--- src/rtl/lcd_host_port.sv ---
module lcd_host_port #(
  parameter int SYNC_STAGES = 2
) (
  input  logic       clk,
  input  logic       rst_n,
  input  logic       bus_strobe,
  input  logic       bus_sel,
  input  logic       bus_rd,
  input  logic [7:0] bus_d_in,
  output logic [7:0] bus_d_out,
  output logic       bus_d_oe,
  input  logic       busy_flag,
  input  logic [6:0] addr_cnt,
  input  logic [7:0] rd_byte,
  output logic       cmd_wr,
  output logic       dat_wr,
  output logic       dat_rd,
  output logic [7:0] wr_byte,
  output logic       wide_mode
);

  logic [SYNC_STAGES:0] e_pipe;
  logic       e_now, e_prev, fall;
  logic       phase;
  logic [3:0] hi_nib;
  logic [7:0] full_byte, src;
  logic       last_half;

  assign e_now     = e_pipe[SYNC_STAGES-1];
  assign e_prev    = e_pipe[SYNC_STAGES];
  assign fall      = e_prev & ~e_now;
  assign full_byte = wide_mode ? bus_d_in : {hi_nib, bus_d_in[7:4]};
  assign last_half = wide_mode | phase;

  assign src       = bus_sel ? rd_byte : {busy_flag, addr_cnt};
  assign bus_d_oe  = e_now & bus_rd;
  assign bus_d_out = wide_mode ? src :
                     (phase ? {src[3:0], 4'h0} : {src[7:4], 4'h0});

  always_ff @(posedge clk or negedge rst_n) begin
    if (!rst_n) begin
      e_pipe    <= '0;
      phase     <= 1'b0;
      hi_nib    <= 4'h0;
      wide_mode <= 1'b1;
      cmd_wr    <= 1'b0;
      dat_wr    <= 1'b0;
      dat_rd    <= 1'b0;
      wr_byte   <= 8'h00;
    end else begin
      e_pipe <= {e_pipe[SYNC_STAGES-1:0], bus_strobe};
      cmd_wr <= 1'b0;
      dat_wr <= 1'b0;
      dat_rd <= 1'b0;
      if (fall) begin
        if (!wide_mode) phase <= ~phase;
        if (last_half) begin
          if (!bus_rd) begin
            cmd_wr  <= ~bus_sel;
            dat_wr  <= bus_sel;
            wr_byte <= full_byte;
            if (!bus_sel && full_byte[7:5] == 3'b001 && full_byte[4] != wide_mode) begin
              wide_mode <= full_byte[4];
              phase     <= 1'b0;
            end
          end else if (bus_sel) begin
            dat_rd <= 1'b1;
          end
        end else begin
          hi_nib <= bus_d_in[7:4];
        end
      end
    end
  end


  one_strobe_chk: assert property (@(posedge clk) disable iff (!rst_n)
    $onehot0({cmd_wr, dat_wr, dat_rd}));


  strobe_after_fall_chk: assert property (@(posedge clk) disable iff (!rst_n)
    (cmd_wr || dat_wr || dat_rd) |-> $past(fall));


  width_phase_chk: assert property (@(posedge clk) disable iff (!rst_n)
    !$stable(wide_mode) |-> (!phase && $past(fall && !bus_rd && !bus_sel)));


  rd_strobe_src_chk: assert property (@(posedge clk) disable iff (!rst_n)
    dat_rd |-> $past(bus_rd && bus_sel));


  oe_dir_chk: assert property (@(posedge clk) disable iff (!rst_n)
    bus_d_oe |-> (bus_rd && e_now));

endmodule

--- config.mk ---
export PLATFORM = sky130hd
export DESIGN_NAME = lcd_host_port
export DESIGN_NICKNAME = d
export VERILOG_FILES = /design/src/rtl/lcd_host_port.sv
export SDC_FILE = /design/constraint.sdc
export NUM_CORES = 1
export LEC_CHECK = 0
export BUFFER_PORTS_ARGS = -buffer_cell sky130_fd_sc_hd__buf_2
export CORE_MARGIN = 8
export CORE_UTILIZATION = 30
export DETAILED_ROUTE_END_ITERATION = 16
export SYNTH_ARGS = -nofsm -noshare
export SYNTH_HDL_FRONTEND = slang
export SYNTH_SLANG_ARGS = --single-unit
--- constraint.sdc ---
create_clock -name clk -period 4.1 [get_ports clk]
set_input_delay 0.205 -clock clk [delete_from_list [all_inputs] [get_ports clk]]
set_output_delay 0.205 -clock clk [all_outputs]
set_load 0.005 [all_outputs]
**Yosys cells after proc, flatten, opt, wreduce, memory -nomap -nowiden**

Index checks and enable logic that the tools add are counted.

- Register bits after elaboration: 20
- Bits of input ports: 29
- Logic and storage cells: 42
- Output and inout bits: 21

- Multiplexer cells: 18
- Reduce and logical (&&, ||, !) cells: 6
- Bitwise gates (word level): 8
- Equal/unequal tests: 2

Operator list:

| operator | count |
|---|---|
| $mux W8 | 4 |
| $mux W1 | 14 |
| $not A1 Y1 | 5 |
| $reduce_and A4 Y1 | 1 |
| $eq A3 B1 Y1 const B | 1 |
| $reduce_and A3 Y1 | 1 |
| $and A1 B1 Y1 | 2 |
| $logic_and A1 B1 Y1 | 2 |
| $reduce_and A2 Y1 | 1 |
| $logic_not A1 Y1 | 1 |
| $ne A1 B1 Y1 | 1 |
| $or A1 B1 Y1 | 1 |

**Depth between registers and ports, before layout**

- Word-level depth: 7
- Mapped depth: 7
- Mapped depth without buffers: 5

**Worst setup path after synthesis**

No wires, ideal clock.

- Path kind: reg2reg
- From: register wide_mode
- To: register wr_byte[0]
- Period minus slack after synthesis: 2.399 ns
- Setup time: 0.077 ns
- Arrival time: 2.322 ns
- Path slack: 1.701 ns
- Cell stages (with the launch flop): 8
- Path through: dfstp_2 buf_1 inv_1 ha_1 nor3_1 buf_2 nor2_1 a21oi_1

- Longest elaborated chain between the ends: 2
- Elaborated cells on any way between the ends: 3
- Those cells by class: 1 x mux; 1 x bitwise; 1 x reduce/logical

RTL lines:

| what | line | source |
|---|---|---|
| start, declared | 19 | `output logic wide_mode` |
| start signal, assigned | 63 | `wide_mode <= full_byte[4];` |
| $or A1 B1 Y1 | 33 | `assign last_half = wide_mode \| phase;` |
| $reduce_and A3 Y1 (no source line) | -- |  |
| end signal, assigned | 61 | `wr_byte <= full_byte;` |
| end, declared | 18 | `output logic [7:0] wr_byte,` |

Several ways; a longest one is shown, not always the timed one.
A chain may end at the register's enable or synchronous reset.

**Worst setup path after layout**

- From: register wide_mode
- To: register wide_mode

- Longest elaborated chain between the ends: 5
- Elaborated cells on any way between the ends: 7
- Those cells by class: 2 x eq/ne; 1 x mux; 1 x bitwise; 3 x reduce/logical

RTL lines:

| what | line | source |
|---|---|---|
| $mux W8 | 32 | `assign full_byte = wide_mode ? bus_d_in : {hi_nib, bus_d_in[7:4]};` |
| $eq A3 B1 Y1 | 62 | `if (!bus_sel && full_byte[7:5] == 3'b001 && full_byte[4] != wide_mode) begin` |
| $logic_and A1 B1 Y1 (2 in a row) | 62 |  |
| $reduce_and A4 Y1 (no source line) | -- |  |

Several ways; a longest one is shown, not always the timed one.

==> metrics.md <==
| Metric | Value |
|---|---|
| Status | finished clean |
| Worst Setup End Kind | flip-flop |
| Placed cell area | 1290 um2 |
| Wire length of the first global-routing pass | 4.24 mm |
| PortBufs | 49 |
| GP Congestion | 0.855 |
| Final instance area | 1350 um2 |
| Maximum VDD drop | 0.000168 V |
| Sequential fraction of the synthesis area | 0.504 |
| Floorplan core area | 3260 um2 |
| Most frequent cells in the layout | buf_2, dfrtp_1, nor2_1 |
| Share of layout cells above drive strength 1 | 0.453 |
| Avg WL per Cell | 14.1 um |
| Row count | 21 |
| Critical path's top delay family | flip-flops |
| Avg Inst Size Synth | 11.6 um2 |
| Worst-Margin Slew | 454 ps |
| Initial antenna violation count | 0 |
| Nets@finish | 170 |
| Post-Route WL | 2.61 mm |
| Antenna viol nets, final | 0 |
| Inserted Diodes | 0 |
| Final hold vios | 0 |
| Max-cap violations | 0 |
| Post-synth cell types | 24 |
| Worst Clk Skew | 7.07 ps |
| Latest clock arrival within the worst-skew pair | 300 ps |
| DP Worst Slack | 1940 ps |
| Critical-path top delay cell | dfstp_2 |
| Critical Path, Cell by Cell | inv_1 -> ha_1 -> or4_1 -> mux2_1 |
| Most common cell after layout, fill and taps aside | buf_2 |
| Vias in the first global route | 906 |
| Hold_buf cts | 2 |
| Worst slew margin | 0.697 |
| Starting DRT DRC Count | 32 |
| Final period util | 0.525 |
| Max-slew violations | 0 |
| First-pass DRT Iterations | 2 |
| Cts bufs inserted | 3 |
| Bufs and invs on worst path | 1 |
| Critical Path RT | 4330 ps |
| Setup repair bufs after CTS | 0 |
| Area grow syn2layout | 35.4% |
| CP peak stage delay | 760 ps |
| Vias/cell | 4.69 |
| Largest net degree at the start of global routing | 21 |
| Min-Delay Path Class | in2reg |
| RSZ-0062 raised after global routing | false |
| Die Area | 5420 um2 |
| WS Path Type | reg2reg |
| Fillcell total | 341 |
| Grt total ovfl | 0 |
| Clock sinks | 20 |
| Seq cells post-synth | 20 |
| Post-route minimum period | 2150 ps |
| CTS tree | yes |
| Post-DP HPWL | 2.11 mm |
| Gr usage total | 0.0996 |
| Root buffer cell | clkbuf_4 |
| Setup TNS Final | 0 ps |
| Die height | 73.6 um |
| Die Wd | 73.6 um |
| Clock transition at path regs | 110 ps |
| DRC viols | 0 |
| Setup-failing EPs final | 0 |
| Final worst slack | 1950 ps |
| Leakage | 0.000633 uW |
| Htree depth | 1 |
| Critical Path Start Type | flip-flop |
| Pwr dens | 530 nW/um2 |
| Yosys warns | 0 |
| Clk buf depth | 2 |
| Ports | 50 |
| Final hold slack | 138 ps |
| Syn Inst Count | 86 |
| Detailed-route via count | 868 |
| Post-CTS resize count | 0 |
| Crit Path Max Fanout | 17 |
| Max Freq | 465 MHz |
| Syn Std Cell Area | 996 um2 |
| Net count after synthesis | 116 |
| Initial core utilization | 0.306 |
| Worst EP arrival | 2390 ps |
-- power by group --
group	switching (uW)	leakage, uW	internal (uW)	total (uW)
Clock	57.5	0.0000210	54.1	112
Combinational	130	0.000380	151	281
Sequential	53.5	0.000232	268	322
Total	241	0.000633	473	715
-- final timing paths --
| check | startpoint | to | slack (ps) | cells after the start |
|---|---|---|---|---|
| setup / recovery | wide_mode | wide_mode | 1950 | 4 |
| hold / removal | bus_rd | cmd_wr | 140 | 2 |
| setup reg to reg | wide_mode | wide_mode | 1950 | 4 |
| hold reg to reg | e_pipe[0] | e_pipe[1] | 370 | 0 |
| max in group asynchronous | rst_n | wide_mode | 3390 | 2 |
| min in group asynchronous | rst_n | wr_byte[2] | 370 | 2 |
-- metal layers --
| layer | track usage | wire (um) |
|---|---|---|
| met3 | 0.0382 | 297 |
| met1 | 0.105 | 1020 |
| met5 | 0 | 0 |
| met4 | 0.0466 | 33 |
| met2 | 0.169 | 1260 |
-- per-stage QoR --
stage / cells / total power [uW] / util
2_1_floorplan: 86 / 487 / -
3_3_place_gp: 179 / 603 / 0.397
6_report: 185 / 715 / 0.414
5_1_grt: 185 / 783 / 0.414
3_5_place_dp: 179 / 612 / 0.397
4_1_cts: 185 / 729 / 0.414
-- synthesized netlist by cell type --
library cell   n  share of area
nand2_1        2         0.0075
or4_1          1         0.0075
inv_1          2         0.0075
ha_1           1          0.013
dfrtp_1       19           0.48
mux2_1         1          0.011
nor2_1        14          0.053
nand2b_1       1         0.0063
nor4bb_1       1          0.010
mux2i_1       11           0.11
nor3_1         2          0.010
buf_1          1         0.0038
nor4_1         2          0.013
nand3b_1       1         0.0075
dfstp_2        1          0.026
nor4b_1        1         0.0088
o31ai_1        1         0.0075
a21oi_1       10          0.050
mux2_2         4          0.045
mux4_2         4          0.090
o21ai_1        1         0.0050
nor2b_1        1         0.0063
buf_2          2          0.010
and2_1         2          0.013
-- flip-flops by register name, indices dropped and copies added, names as in the netlist --
name / cells
hi_nib: 4
phase: 1
wr_byte: 8
e_pipe: 3
wide_mode: 1
cmd_wr: 1
dat_rd: 1
dat_wr: 1
-- area by class of cell --
class | count | area [um2] | share of cell area
Tap cell | 46 | 57.6 | 0.0427
Multi-Input combinational cell | 61 | 473 | 0.351
Inverter | 2 | 7.51 | 0.00557
Timing Repair Buffer | 52 | 273 | 0.202
Sequential cell | 20 | 502 | 0.372
Clock buffer | 4 | 36.3 | 0.0269
-- worst reg2reg max path, cell delays in order (launching register included) --
cell     delay (ps)
dfstp_2         760
inv_1           170
ha_1            300
or4_1           520
mux2_1          330
-- logic make-up after synthesis --
family          Yosys count  synth area share
simple gates             28             0.142
mux                      20             0.258
flops                    20             0.504
compound gates           12            0.0628
buf+inv                   5            0.0214
fa+ha+maj                 1            0.0126
Note: power is estimated with default switching activity, not from simulation.
